**config.mk**
```make
export PLATFORM = sky130hd
export DESIGN_NAME = write_buffer
export DESIGN_NICKNAME = d
export VERILOG_FILES = /design/src/rtl/wb_pkg.sv /design/src/rtl/wb_store.sv /design/src/rtl/wb_mem_arb.sv /design/src/rtl/write_buffer.sv
export SDC_FILE = /design/constraint.sdc
export NUM_CORES = 1
export LEC_CHECK = 0
export ABC_AREA = 1
export BUFFER_PORTS_ARGS = -buffer_cell sky130_fd_sc_hd__buf_2
export CAP_MARGIN = 10
export CELL_PAD_IN_SITES_DETAIL_PLACEMENT = 0
export CELL_PAD_IN_SITES_GLOBAL_PLACEMENT = 1
export CORE_UTILIZATION = 42
export CTS_CLUSTER_DIAMETER = 120
export DETAILED_ROUTE_END_ITERATION = 8
export PLACE_DENSITY = 0.84
export REMOVE_ABC_BUFFERS = 1
export SLEW_MARGIN = 30
export SYNTH_ARGS = -nofsm -noshare
export SYNTH_HDL_FRONTEND = slang
export SYNTH_SLANG_ARGS = --single-unit
```
**constraint.sdc**
```tcl
create_clock -name clk_i -period 3.3 [get_ports clk_i]
set_input_delay 0.33 -clock clk_i [delete_from_list [all_inputs] [get_ports clk_i]]
set_output_delay 0.33 -clock clk_i [all_outputs]
set_load 0.02 [all_outputs]
```
**src/rtl/wb_pkg.sv**
```systemverilog
package wb_pkg;
  typedef enum logic [1:0] {
    RS_IDLE = 2'd0,
    RS_REQ  = 2'd1,
    RS_WAIT = 2'd2
  } rd_state_e;
endpackage

```
**src/rtl/wb_store.sv**
```systemverilog
module wb_store #(
  parameter int DEPTH  = 4,
  parameter int ADDR_W = 4,
  parameter int DATA_W = 8
) (
  input  logic              clk_i,
  input  logic              rst_ni,
  input  logic              enq_i,
  input  logic [ADDR_W-1:0] enq_addr_i,
  input  logic [DATA_W-1:0] enq_data_i,
  input  logic              pop_i,
  input  logic [ADDR_W-1:0] look_addr_i,
  output logic              full_o,
  output logic              empty_o,
  output logic [ADDR_W-1:0] head_addr_o,
  output logic [DATA_W-1:0] head_data_o,
  output logic              look_hit_o,
  output logic [DATA_W-1:0] look_data_o
);
  localparam int PW = $clog2(DEPTH);
  localparam int CW = $clog2(DEPTH + 1);

  logic [ADDR_W-1:0] addr_q [DEPTH];
  logic [DATA_W-1:0] data_q [DEPTH];
  logic [PW-1:0]     head_q, tail_q;
  logic [CW-1:0]     cnt_q;

  logic [PW-1:0]    age_idx [DEPTH];
  logic [DEPTH-1:0] age_live, look_mt, merge_mt;
  logic             merge_hit, push;
  logic [PW-1:0]    merge_idx;

  // age-ordered view: k = 0 is the oldest (head)
  for (genvar k = 0; k < DEPTH; k++) begin : g_age
    localparam bit IS_HEAD = (k == 0);
    assign age_idx[k]  = head_q + PW'(k);
    assign age_live[k] = CW'(k) < cnt_q;
    assign look_mt[k]  = age_live[k] && (addr_q[age_idx[k]] == look_addr_i);
    // the head leaving this cycle must not absorb a new write
    assign merge_mt[k] = age_live[k] && (addr_q[age_idx[k]] == enq_addr_i)
                         && !(IS_HEAD && pop_i);
  end

  always_comb begin
    look_hit_o  = 1'b0;
    look_data_o = '0;
    merge_hit   = 1'b0;
    merge_idx   = '0;
    for (int k = 0; k < DEPTH; k++) begin
      if (look_mt[k]) begin
        look_hit_o  = 1'b1;
        look_data_o = data_q[age_idx[k]];
      end
      if (merge_mt[k]) begin
        merge_hit = 1'b1;
        merge_idx = age_idx[k];
      end
    end
  end

  assign push        = enq_i && !merge_hit;
  assign full_o      = (cnt_q == CW'(DEPTH));
  assign empty_o     = (cnt_q == '0);
  assign head_addr_o = addr_q[head_q];
  assign head_data_o = data_q[head_q];

  always_ff @(posedge clk_i or negedge rst_ni) begin
    if (!rst_ni) begin
      head_q <= '0;
      tail_q <= '0;
      cnt_q  <= '0;
    end else begin
      if (push)  tail_q <= tail_q + 1'b1;
      if (pop_i) head_q <= head_q + 1'b1;
      cnt_q <= cnt_q + CW'(push) - CW'(pop_i);
    end
  end

  always_ff @(posedge clk_i) begin
    if (enq_i && merge_hit) begin
      data_q[merge_idx] <= enq_data_i;
    end else if (push) begin
      addr_q[tail_q] <= enq_addr_i;
      data_q[tail_q] <= enq_data_i;
    end
  end

  p_pop_nonempty_r2: assert property (@(posedge clk_i) disable iff (!rst_ni)
    pop_i |-> !empty_o);
  p_no_overflow_r3: assert property (@(posedge clk_i) disable iff (!rst_ni)
    enq_i |-> !full_o);
  p_merge_no_grow_r4: assert property (@(posedge clk_i) disable iff (!rst_ni)
    (enq_i && merge_hit && !pop_i) |=> !empty_o);
endmodule

```
**src/rtl/wb_mem_arb.sv**
```systemverilog
module wb_mem_arb #(
  parameter int ADDR_W = 4,
  parameter int DATA_W = 8
) (
  input  logic              rd_req_i,
  input  logic [ADDR_W-1:0] rd_addr_i,
  input  logic              wr_req_i,
  input  logic [ADDR_W-1:0] wr_addr_i,
  input  logic [DATA_W-1:0] wr_data_i,
  input  logic              mem_gnt_i,
  output logic              mem_req_o,
  output logic              mem_we_o,
  output logic [ADDR_W-1:0] mem_addr_o,
  output logic [DATA_W-1:0] mem_wdata_o,
  output logic              rd_gnt_o,
  output logic              wr_gnt_o
);
  // fixed priority: a pending read always wins over a drain
  assign mem_req_o   = rd_req_i || wr_req_i;
  assign mem_we_o    = !rd_req_i && wr_req_i;
  assign mem_addr_o  = rd_req_i ? rd_addr_i : wr_addr_i;
  assign mem_wdata_o = wr_data_i;
  assign rd_gnt_o    = rd_req_i && mem_gnt_i;
  assign wr_gnt_o    = mem_we_o && mem_gnt_i;
endmodule

```
**src/rtl/write_buffer.sv**
```systemverilog
module write_buffer
  import wb_pkg::*;
#(
  parameter int DEPTH  = 4,
  parameter int ADDR_W = 4,
  parameter int DATA_W = 8
) (
  input  logic              clk_i,
  input  logic              rst_ni,
  input  logic              wr_valid_i,
  output logic              wr_ready_o,
  input  logic [ADDR_W-1:0] wr_addr_i,
  input  logic [DATA_W-1:0] wr_data_i,
  input  logic              rd_valid_i,
  output logic              rd_ready_o,
  input  logic [ADDR_W-1:0] rd_addr_i,
  input  logic              rd_victim_i,
  input  logic [ADDR_W-1:0] rd_victim_addr_i,
  input  logic [DATA_W-1:0] rd_victim_data_i,
  output logic              rd_resp_valid_o,
  output logic [DATA_W-1:0] rd_resp_data_o,
  output logic              mem_req_o,
  output logic              mem_we_o,
  output logic [ADDR_W-1:0] mem_addr_o,
  output logic [DATA_W-1:0] mem_wdata_o,
  input  logic              mem_gnt_i,
  input  logic              mem_rvalid_i,
  input  logic [DATA_W-1:0] mem_rdata_i
);
  rd_state_e         state_q;
  logic [ADDR_W-1:0] rd_addr_q;

  logic              full, empty, buf_hit;
  logic [DATA_W-1:0] buf_data;
  logic [ADDR_W-1:0] head_addr;
  logic [DATA_W-1:0] head_data;
  logic              rd_acc, vic_take, vic_hit, fwd, enq, wr_acc;
  logic [ADDR_W-1:0] enq_addr;
  logic [DATA_W-1:0] enq_data;
  logic              rd_gnt, wr_gnt;

  assign rd_ready_o = (state_q == RS_IDLE) && !full;
  assign rd_acc     = rd_valid_i && rd_ready_o;
  assign vic_take   = rd_acc && rd_victim_i;
  assign wr_ready_o = !full && !vic_take;
  assign wr_acc     = wr_valid_i && wr_ready_o;
  assign enq        = vic_take || wr_acc;
  assign enq_addr   = vic_take ? rd_victim_addr_i : wr_addr_i;
  assign enq_data   = vic_take ? rd_victim_data_i : wr_data_i;
  // the victim is newer than every buffered entry
  assign vic_hit    = rd_victim_i && (rd_victim_addr_i == rd_addr_i);
  assign fwd        = vic_hit || buf_hit;

  wb_store #(.DEPTH(DEPTH), .ADDR_W(ADDR_W), .DATA_W(DATA_W)) u_store (
    .clk_i       (clk_i),
    .rst_ni      (rst_ni),
    .enq_i       (enq),
    .enq_addr_i  (enq_addr),
    .enq_data_i  (enq_data),
    .pop_i       (wr_gnt),
    .look_addr_i (rd_addr_i),
    .full_o      (full),
    .empty_o     (empty),
    .head_addr_o (head_addr),
    .head_data_o (head_data),
    .look_hit_o  (buf_hit),
    .look_data_o (buf_data)
  );

  wb_mem_arb #(.ADDR_W(ADDR_W), .DATA_W(DATA_W)) u_arb (
    .rd_req_i    (state_q == RS_REQ),
    .rd_addr_i   (rd_addr_q),
    .wr_req_i    (!empty),
    .wr_addr_i   (head_addr),
    .wr_data_i   (head_data),
    .mem_gnt_i   (mem_gnt_i),
    .mem_req_o   (mem_req_o),
    .mem_we_o    (mem_we_o),
    .mem_addr_o  (mem_addr_o),
    .mem_wdata_o (mem_wdata_o),
    .rd_gnt_o    (rd_gnt),
    .wr_gnt_o    (wr_gnt)
  );

  always_ff @(posedge clk_i or negedge rst_ni) begin
    if (!rst_ni) begin
      state_q         <= RS_IDLE;
      rd_addr_q       <= '0;
      rd_resp_valid_o <= 1'b0;
      rd_resp_data_o  <= '0;
    end else begin
      rd_resp_valid_o <= 1'b0;
      unique case (state_q)
        RS_IDLE: if (rd_acc) begin
          if (fwd) begin
            rd_resp_valid_o <= 1'b1;
            rd_resp_data_o  <= vic_hit ? rd_victim_data_i : buf_data;
          end else begin
            rd_addr_q <= rd_addr_i;
            state_q   <= RS_REQ;
          end
        end
        RS_REQ: if (rd_gnt) state_q <= RS_WAIT;
        RS_WAIT: if (mem_rvalid_i) begin
          rd_resp_valid_o <= 1'b1;
          rd_resp_data_o  <= mem_rdata_i;
          state_q         <= RS_IDLE;
        end
        default: state_q <= RS_IDLE;
      endcase
    end
  end

  p_read_first_r5: assert property (@(posedge clk_i) disable iff (!rst_ni)
    (state_q == RS_REQ) |-> (mem_req_o && !mem_we_o));
  p_miss_to_mem_r5: assert property (@(posedge clk_i) disable iff (!rst_ni)
    (rd_acc && !fwd) |=> (mem_req_o && !mem_we_o));
  p_fwd_no_mem_r6: assert property (@(posedge clk_i) disable iff (!rst_ni)
    (rd_acc && fwd) |=> (rd_resp_valid_o && !(mem_req_o && !mem_we_o)));
  p_victim_parked_r7: assert property (@(posedge clk_i) disable iff (!rst_ni)
    vic_take |=> mem_req_o);
  p_resp_after_rvalid_r8: assert property (@(posedge clk_i) disable iff (!rst_ni)
    ((state_q == RS_WAIT) && mem_rvalid_i) |=> rd_resp_valid_o);
  p_one_read_r9: assert property (@(posedge clk_i) disable iff (!rst_ni)
    (state_q != RS_IDLE) |-> !rd_ready_o);
endmodule

```
==> flow_metrics.py, run 1 <==
metrics = {
    "floorplanning": {
        "ios": 68,
        "die-area_um2": 13300,
        "rows": 41,
        "fp.coreArea_um2": 12600,
        "start_util_pct": 43.0,
        "dieHeight_um": 115,
        "fp.dieW_um": 115,
    },
    "sta": {
        "slew_violations": 0,
        "skew_ns": 0.00673,
        "hold_viol": 0,
        "hold_ws_ns": 0.199,
        "slew-limit-headroom_pct": 58.5,
        "fmax_mhz": 325,
        "tightest_slew_ns": 0.623,
        "layout_min_cycle_time_ns": 3.08,
        "setup_viol": 0,
        "period_share_pct": 93.2,
    },
    "min_path": {
        "hold-path-cell-count": 2,
        "hold_end": "state_q[1]",
        "hp-start": "mem_rvalid_i",
        "hp-class": "input pin to register",
    },
    "final_layout": {
        "n_fill_cell": 1228,
        "drive_gt1_share_pct": 16.0,
        "finish.utilization_pct": 50.1,
        "synthToLayoutAreaGrowth_pct": 16.5,
        "final_nets": 905,
        "diodes": 0,
    },
    "route": {
        "dr_wl_met3_mm": 1.30,
        "wl_per_cell_um": 16.3,
        "wl_mm": 16.8,
        "drtIter0Drc": 400,
        "num_vias": 5383,
        "antenna_left": 0,
        "dr.pass1.iters": 7,
        "m1WireLength_mm": 7.92,
        "vias_per_cell": 5.23,
        "route.detailed.drc": 0,
        "top_layer": "met4",
        "wl_met2_mm": 7.28,
    },
    "yosys": {
        "synth_flop_cell": "edfxtp_1",
        "synth_seq_area_share_pct": 36.9,
        "synthesis.area_um2": 5400,
        "synth_cells": 782,
        "yosysTopAreaCellShare_pct": 26.7,
        "synth_edf_count": 48,
        "synth_warnings": 0,
        "async_reset_ff_share_pct": 31.4,
        "synth.distinct_cells": 37,
        "syn-mean-instance-area_um2": 6.91,
        "synth_area_leader_cell": "edfxtp_1",
        "synth_area_leaders": "edfxtp_1 27%, nand2_1 18%, dfrtp_1 10%",
        "synth-seq-cells": 70,
    },
    "critical_path": {
        "worstPathArrival_ns": 3.05,
        "reg2reg_to": "u_store.addr_q[3][0]",
        "critPathLaunchType": "register",
        "r2r_start": "u_store.head_q[0]",
        "end_kind": "register",
        "cp_data_required_time_ns": 3.28,
        "critPathKind": "register to register",
        "cp_max_fo": 17,
        "reg2reg_slack_ns": 0.22,
        "reg2reg_depth": 11,
    },
    "global_routing": {
        "grt_usage_pct": 26.7,
        "grt-ovfl-total": 0,
        "grt_max_degree": 49,
        "antenna_found_initial": 0,
        "grt_pass1_vias": 4917,
        "grt_pass1_wl_mm": 26.1,
    },
    "clocking": {
        "cts_tree": "built",
        "clk_latency_ns": 0.34,
        "cts_made_buffers": 9,
        "clkSlewWorstSetupHoldPaths_ns": 0.06,
        "post_cts_buffers": 0,
        "htreeDepth": 3,
        "root_buffer": "clkbuf_16",
        "clock-sinks": 70,
        "cts_buffer_depth": 2,
    },
    "placed_design": {
        "hpwl_mm": 12.8,
        "gp_congestion": 0.978,
        "io_buffers": 67,
    },
    "outcome": {
        "status": "completed",
    },
    "run": {
        "maxCapViolCount": 0,
    },
}
## cell type report
class	instances	area, µm²	share of cell area [%]
Clock buffer	11	254	4.03
Multi-Input combinational cell	589	2920	46.3
Inverter	96	365	5.80
Clock inverter	5	63.8	1.01
Sequential cell	70	1990	31.7
Tap cell	172	215	3.42
Timing Repair Buffer	87	488	7.75
## cell families (layout without fill, tap and decap cells)
family	after synthesis	count (layout)	share of synthesized area [%]
buf+inv	123	199	9.52
fa+ha+maj	9	9	2.22
flops	70	70	36.9
xor+xnor	12	12	2.43
mux	16	16	2.96
compound gates	136	136	13.1
simple gates	416	416	32.9
## flip-flops by register name (all words and copies together), names as in the netlist
register,flops
rd_resp_data_o,8
u_store.head_q,2
rd_addr_q,4
u_store.cnt_q,3
u_store.addr_q,16
rd_resp_valid_o,1
u_store.data_q,32
state_q,2
u_store.tail_q,2
## critical path, stage by stage (launching register included)
cell and delay, ns:
dfrtp_2 0.53, o21ai_0 0.43, nand2_1 0.15, o21ai_0 0.24, nand3_1 0.18, nand2_1 0.10
nor2_1 0.06, nand2_1 0.11, nand2_1 0.13, nor2_4 0.24, inv_2 0.08, nor2_1 0.47
## worst max-delay path by stage
stage | startpoint | to | slack, ns | depth (start not counted)
finish | u_store.head_q[0] | u_store.addr_q[3][0] | 0.22 | 11
floorplan | u_store.head_q[0] | u_store.data_q[0][0] | -1.02 | 14
global placement | state_q[0] | u_store.cnt_q[2] | 0.27 | 15
detailed placement | u_store.cnt_q[1] | u_store.cnt_q[2] | 0.25 | 15
CTS | state_q[0] | u_store.cnt_q[2] | 0.24 | 15
global route | u_store.cnt_q[1] | u_store.data_q[3][1] | -0.004 | 16
## per-stage QoR
stage	std cells	instance area (µm²)	setup TNS (ns)	setup WS [ns]
6_report	1030	6290	0	0.223
5_1_grt	1030	6290	-0.00837	-0.00409
4_1_cts	1030	6280	0	0.240
3_5_place_dp	1013	5950	0	0.253
3_3_place_gp	1013	5950	0	0.267
2_1_floorplan	755	5260	-48.40	-1.02
## cell usage after synthesis, types with 2 or more instances
master    count
nor2_1       76
o21ai_0      93
nand3_1      52
dfrtp_1      22
mux2i_1      16
xor2_1       10
nand3_2       6
inv_2         4
nand4_2       2
nand2_1     253
o21ai_1      11
nor2_4        3
edfxtp_1     48
buf_2        11
clkbuf_1      9
ha_1          8
o21ai_2       5
buf_1         2
buf_6         4
a21oi_1      24
nand4_1      14
nor2_2        5
clkinv_1      2
inv_1        89
## cell usage in the layout (no fill, tap or decap), types with 2 or more instances in the layout
cell type / n
a21oi_1: 24
buf_2: 67
buf_4: 19
clkbuf_16: 10
clkinv_1: 2
clkinv_4: 2
dfrtp_1: 21
edfxtp_1: 48
ha_1: 8
inv_1: 89
inv_2: 4
inv_6: 2
mux2i_1: 16
nand2_1: 252
nand2_2: 2
nand3_1: 52
nand3_2: 6
nand4_1: 14
nand4_2: 2
nor2_1: 75
nor2_2: 6
nor2_4: 3
o21ai_0: 93
o21ai_1: 11
o21ai_2: 5
xor2_1: 10
## metal layers
layer | GRT usage, % | up-vias
li1 | - | 2689
met1 | 38.0 | 2453
met2 | 40.7 | 222
met3 | 4.97 | 19
met4 | 9.44 | 0
met5 | 0 | -
## what timing repair did
item | in CTS | in global routing
hold buffers | 1 | 0
resized for setup | 0 | 3
endpoints found under the hold margin | 9 | 0
endpoints found under the setup margin | 0 | 50
Power of run 1 is left out: the tool's default activity adds up to more than one toggle a clock period on the data nets, which glitch-free logic cannot reach.
==> inputs of run 2 (changes only) <==
--- a/config.mk
+++ b/config.mk
@@ -13,6 +13,7 @@
 export CORE_UTILIZATION = 42
 export CTS_CLUSTER_DIAMETER = 120
 export DETAILED_ROUTE_END_ITERATION = 8
+export GPL_TIMING_DRIVEN = 0
 export PLACE_DENSITY = 0.84
 export REMOVE_ABC_BUFFERS = 1
 export SLEW_MARGIN = 30
==> run 2 against run 1 <==
Net effect:
- sequential share of layout area decreased by 0.74 points
- register-to-register slack got worse by 0.07 ns
- clock-buffer cell count decreased by 2
- non-clock buffer count increased by 6
==> flow_metrics.py, run 2 (synthesis results as in run 1) <==
metrics = {
    "sta": {
        "slew_violations": 0,
        "setup_viol": 0,
        "tightest_slew_ns": 0.801,
        "fmax_mhz": 318,
        "hold_viol": 0,
        "rsz0062_at_grt": "no",
        "skew_ns": 0.00668,
        "hold_ws_ns": 0.196,
        "slew-limit-headroom_pct": 46.4,
        "period_share_pct": 95.3,
        "layout_min_cycle_time_ns": 3.15,
    },
    "route": {
        "route.detailed.drc": 0,
        "wl_mm": 16.8,
        "num_vias": 5448,
        "antenna_left": 0,
        "dr.pass1.iters": 6,
        "drtIter0Drc": 486,
        "vias_per_cell": 5.25,
        "wl_per_cell_um": 16.2,
    },
    "critical_path": {
        "end_kind": "register",
        "max_stage_delay_ns": 0.54,
        "cp_data_required_time_ns": 3.35,
        "worstPathArrival_ns": 3.20,
        "reg2reg_slack_ns": 0.15,
        "critPathLaunchType": "register",
        "worst_path_most_repeated_cell": "nand2_1",
        "crit_buf_inv": 4,
        "reg2reg_depth": 17,
        "critPathTopFamily": "simple AND/OR/NAND/NOR gates",
        "reg2reg_to": "u_store.data_q[2][0]",
        "cpMaxStageDelayCell": "dfrtp_4",
        "critPathKind": "register to register",
        "r2r_start": "u_store.head_q[0]",
        "crit_chain": "buf_12 -> xnor2_4 -> buf_4 -> inv_6 -> nand2_1 -> nand2_1 -> nand3_1 -> nand2_1 -> nor2_1 -> nand3_2 -> nand3_2 -> nor2_4 -> nor2_1 -> nand2_2 -> nand2_1 -> nor2_4 -> buf_12",
        "cp_max_fo": 51,
    },
    "floorplanning": {
        "ios": 68,
        "dieHeight_um": 115,
        "start_util_pct": 43.0,
        "rows": 41,
        "fp.coreArea_um2": 12600,
        "die-area_um2": 13300,
        "fp.dieW_um": 115,
    },
    "final_layout": {
        "synthToLayoutAreaGrowth_pct": 19.6,
        "final_nets": 913,
        "largest_reg_flops": 32,
        "multi_input_area_um2": 3000,
        "drive_gt1_share_pct": 18.2,
        "largestRegisters": "u_store.data_q: 32 flops, u_store.addr_q: 16 flops, rd_resp_data_o: 8 flops",
        "diodes": 0,
        "mostFrequentLayoutCell": "nand2_1",
        "regArea_um2": 2000,
        "final_cell_mix": "248 x nand2_1, 91 x o21ai_0, 88 x inv_1",
        "n_fill_cell": 1251,
        "top_register": "u_store.data_q",
        "finish.utilization_pct": 51.4,
    },
    "clocking": {
        "cts_tree": "built",
        "htreeDepth": 3,
        "cts_buffer_depth": 2,
        "clock-sinks": 70,
        "cts_made_buffers": 9,
        "root_buffer": "clkbuf_16",
        "clk_latency_ns": 0.34,
        "clkSlewWorstSetupHoldPaths_ns": 0.06,
    },
    "run": {
        "maxCapViolCount": 0,
    },
    "outcome": {
        "status": "completed",
    },
    "global_routing": {
        "grt_usage_pct": 26.4,
        "grt_max_degree": 52,
        "antenna_found_initial": 0,
        "grt_pass1_wl_mm": 26.0,
        "grt_pass1_vias": 4984,
        "grt-ovfl-total": 0,
    },
    "placed_design": {
        "hpwl_mm": 11.7,
        "gp_congestion": 0.910,
        "io_buffers": 67,
    },
    "min_path": {
        "hold-path-cell-count": 2,
        "hp-class": "input pin to register",
        "hold_end": "state_q[0]",
        "hp-start": "mem_gnt_i",
    },
}
-- run 2: how the worst max path moves through the flow --
stage,cells past startpoint,from,to
finish,17,u_store.head_q[0],u_store.data_q[2][0]
global route,17,u_store.head_q[0],u_store.data_q[2][0]
CTS,16,u_store.head_q[0],u_store.data_q[2][1]
detailed placement,12,u_store.head_q[1],u_store.data_q[2][0]
global placement,12,u_store.head_q[0],u_store.data_q[0][1]
floorplan,14,u_store.head_q[0],u_store.data_q[0][0]
-- run 2: metal layers --
metal	wire (µm)	track usage (%)	vias to the layer above	part of all wire, %
li1	-	-	2711	-
met1	7880	36.6	2504	47
met2	7350	41.6	209	44
met3	1240	5.28	24	7.4
met4	354	7.79	0	2.1
met5	0	0	-	0
-- run 2: area by class of cell --
cell class | count | share of cell area [%]
multi-input combinational | 590 | 46.3
sequential | 70 | 30.9
timing repair buffer | 93 | 9.21
inverter | 96 | 5.79
clock buffer | 9 | 3.48
tap | 172 | 3.33
clock inverter | 7 | 0.852
timing repair inverter | 1 | 0.0774
-- run 2: what timing repair did --
action | in CTS | in global routing
endpoints found under the hold margin | 3 | 0
resized for setup | 12 | 12
setup endpoints to repair | 63 | 55
buffers inserted | 8 | 13
hold buffers | 1 | 0
pin swaps | 6 | 3
cloned | 2 | 0
-- run 2: through the flow --
step / instance area [µm²] / std cells / TNS (ns) / worst slack [ns]
2_1_floorplan: 5260 / 755 / -48.40 / -1.02
3_5_place_dp: 5880 / 998 / -29.75 / -0.930
5_1_grt: 6460 / 1038 / 0 / 0.00521
6_report: 6460 / 1038 / 0 / 0.155
4_1_cts: 6340 / 1025 / 0 / 0.0213
3_3_place_gp: 5810 / 994 / -144.62 / -2.58
Power of run 2 is left out for the same reason.
==> inputs of run 3 (changes only) <==
--- a/config.mk
+++ b/config.mk
@@ -5,16 +5,15 @@
 export SDC_FILE = /design/constraint.sdc
 export NUM_CORES = 1
 export LEC_CHECK = 0
-export ABC_AREA = 1
 export BUFFER_PORTS_ARGS = -buffer_cell sky130_fd_sc_hd__buf_2
 export CAP_MARGIN = 10
 export CELL_PAD_IN_SITES_DETAIL_PLACEMENT = 0
 export CELL_PAD_IN_SITES_GLOBAL_PLACEMENT = 1
-export CORE_UTILIZATION = 42
+export CORE_UTILIZATION = 46
 export CTS_CLUSTER_DIAMETER = 120
 export DETAILED_ROUTE_END_ITERATION = 8
 export GPL_TIMING_DRIVEN = 0
-export PLACE_DENSITY = 0.84
+export PLACE_DENSITY = 0.85
 export REMOVE_ABC_BUFFERS = 1
 export SLEW_MARGIN = 30
 export SYNTH_ARGS = -nofsm -noshare
==> run 3 against run 2 <==
Net effect:
- the flow now finishes with violations (setup timing)
- first-iteration DRC count decreased by 59%
- critical path depth is 7 lower
- final area shrank 8.0%
- synthesized cell count is 43% lower
- cell count down 36%
- maximum frequency is 11% lower
- synthesized area shrank 11%
- die area shrank 18%
- sequential share of layout area grew 2.7 points
- critical endpoint is now u_store.data_q[3][1]
- register-to-register slack worse by 0.39 ns
- non-clock buffer count increased by 6
==> flow_metrics.py, run 3 <==
metrics = {
    "outcome": {
        "status": "complete, but fails checks",
        "violations": "setup timing",
    },
    "route": {
        "wl_per_cell_um": 19.1,
        "wl_met2_mm": 6.54,
        "wl_mm": 12.7,
        "drtIter0Drc": 197,
        "num_vias": 3822,
        "antenna_left": 0,
        "vias_per_cell": 5.74,
        "top_layer": "met4",
        "dr.pass1.iters": 4,
        "m1WireLength_mm": 5.39,
        "dr_wl_met3_um": 469,
        "route.detailed.drc": 0,
    },
    "sta": {
        "fin_ws_ns": -0.239,
        "tightest_slew_ns": 0.934,
        "hold_viol": 0,
        "fin_tns_setup_ns": -6.80,
        "layout_min_cycle_time_ns": 3.54,
        "slew-limit-headroom_pct": 37.1,
        "fmax_mhz": 283,
        "rsz0062_at_grt": "yes",
        "hold_ws_ns": 0.189,
        "period_share_pct": 107,
        "setup_viol": 36,
        "skew_ns": 0.00831,
        "slew_violations": 0,
    },
    "critical_path": {
        "critPathLaunchType": "register",
        "critPathKind": "register to register",
        "end_kind": "register",
        "crit_chain": "or3b_4 -> a21bo_4 -> and3_4 -> or4_4 -> and4b_2 -> nor2_2 -> mux2_2 -> a221o_2 -> nor3b_4 -> buf_6",
        "max_stage_delay_ns": 0.47,
        "cpMaxStageDelayCell": "or3b_4",
        "crit_buf_inv": 1,
        "cp_max_fo": 6,
        "critPathTopFamily": "simple AND/OR/NAND/NOR gates",
        "worstPathArrival_ns": 3.61,
        "cp_data_required_time_ns": 3.38,
    },
    "final_layout": {
        "largest_reg_flops": 32,
        "finish.utilization_pct": 59.8,
        "diodes": 0,
        "fin_area_um2": 5950,
        "final_nets": 580,
        "final_cells": 666,
        "largestRegisters": "u_store.data_q: 32 flops, u_store.addr_q: 16 flops, rd_resp_data_o: 8 flops",
        "top_register": "u_store.data_q",
        "drive_gt1_share_pct": 37.0,
        "n_fill_cell": 840,
        "synthToLayoutAreaGrowth_pct": 23.5,
        "mostFrequentLayoutCell": "buf_2",
        "final_cell_mix": "67 x buf_2, 48 x edfxtp_1, 43 x mux2_2",
    },
    "placed_design": {
        "io_buffers": 67,
        "place_inst": 621,
        "gp_congestion": 0.811,
        "hpwl_mm": 8.50,
        "placed_area_um2": 5250,
        "dp_slack_ns": -1.04,
    },
    "global_routing": {
        "antenna_found_initial": 0,
        "grt_max_degree": 50,
        "grt_pass1_vias": 3886,
        "grt-ovfl-total": 0,
        "grt_pass1_wl_mm": 19.9,
        "grt_usage_pct": 24.0,
    },
    "clocking": {
        "cts_buffer_depth": 2,
        "clock-sinks": 70,
        "cts_made_buffers": 9,
        "htreeDepth": 3,
        "clkSlewWorstSetupHoldPaths_ns": 0.08,
        "clk_latency_ns": 0.36,
        "cts_tree": "built",
        "root_buffer": "clkbuf_8",
    },
    "floorplanning": {
        "start_util_pct": 48.4,
        "rows": 36,
        "ios": 68,
        "die-area_um2": 10900,
        "fp.dieW_um": 104,
        "fp.coreArea_um2": 9950,
        "dieHeight_um": 104,
    },
    "power_and_ir_drop": {
        "p_leak_nw": 2.49,
        "power_density_nw_per_um2": 1120,
        "total_power_mw": 6.67,
        "ir_drop_uv": 410,
    },
    "yosys": {
        "synth_warnings": 0,
        "yosysTopAreaCellShare_pct": 29.9,
        "syn-mean-instance-area_um2": 10.8,
        "synth_area_leader_cell": "edfxtp_1",
        "synth-seq-cells": 70,
        "synthTopCellsByCount": "48 x edfxtp_1, 43 x mux2_2, 39 x nor2_1",
        "synth_area_leaders": "edfxtp_1 30%, dfrtp_1 11%, mux2_2 10%",
        "synth_edf_count": 48,
        "async_reset_ff_share_pct": 31.4,
        "synth_cells": 444,
        "synth.distinct_cells": 49,
        "synth_most_common_cell": "edfxtp_1",
        "synthesis.area_um2": 4820,
        "synth_seq_area_share_pct": 41.4,
        "synth_flop_cell": "edfxtp_1",
    },
    "run": {
        "maxCapViolCount": 0,
    },
    "min_path": {
        "hp-class": "input pin to register",
    },
}
==> run 3: cell types whose count changed after synthesis, moves of 9 or more <==
| cell | change |
|---|---|
| a221o_1 | +10 |
| inv_1 | -74 |
| mux2_2 | +43 |
| mux2i_1 | +20 |
| nand2_1 | -221 |
| nand3_1 | -47 |
| nand4_1 | -13 |
| nor2_1 | -37 |
| o211ai_1 | +9 |
| o21ai_0 | -77 |
| o21ai_1 | -10 |
| xnor2_1 | +19 |
==> run 3: cell type report <==
cell class | count | area, µm² | area share, %
multi-input combinational | 332 | 2760 | 46.4
clock buffer | 11 | 163 | 2.73
clock inverter | 5 | 103 | 1.72
sequential | 70 | 2000 | 33.6
inverter | 16 | 65.1 | 1.09
timing repair buffer | 99 | 692 | 11.6
tap | 133 | 166 | 2.80
==> run 3: path summary, 6_finish.rpt <==
kind	from	endpoint	slack [ns]	depth (start not counted)
max	u_store.cnt_q[1]	u_store.data_q[3][1]	-0.24	10
min	mem_rvalid_i	state_q[1]	0.19	2
max reg2reg	u_store.cnt_q[1]	u_store.data_q[3][1]	-0.24	10
min reg2reg	rd_resp_data_o[6]	rd_resp_data_o[6]	0.50	1
max in group asynchronous	rst_ni	u_store.head_q[1]	2.33	2
min in group asynchronous	rst_ni	state_q[1]	0.51	2
==> run 3: where the power goes <==
part           internal, mW  switching, mW
registers              1.37          0.259
clock network         0.567          0.328
logic                  1.90           2.24
==> run 3: cells by family after synthesis <==
kind of cell	after synthesis	share of synthesized area, %
fa+ha+maj	9	2.49
xor+xnor	37	6.73
buf+inv	42	3.87
compound gates	78	10.8
simple gates	116	12.4
mux	92	22.4
flops	70	41.4
==> run 3: what timing repair did <==
item / CTS / global route
pin swaps: 11 / 7
endpoints found under the hold margin: 22 / 0
resized for setup: 21 / 12
endpoints found under the setup margin: 63 / 46
setup buffers: 21 / 5
hold buffers: 1 / 0
cloned: 2 / 0
==> run 3: per-layer routing <==
layer / vias to the layer above / global-route usage (%)
li1: 1800 / -
met1: 1892 / 28.8
met2: 102 / 42.1
met3: 28 / 4.82
met4: 0 / 8.78
met5: - / 0
==> run 3: worst register-to-register path, delay by kind of cell, from the launching register on <==
| kind | cells | cell delay [ns] |
|---|---|---|
| simple gates | 6 | 1.74 |
| compound gates | 2 | 0.64 |
| buf+inv | 1 | 0.17 |
| flops | 1 | 0.43 |
| mux | 1 | 0.27 |
(Power assumes the default switching activity.)
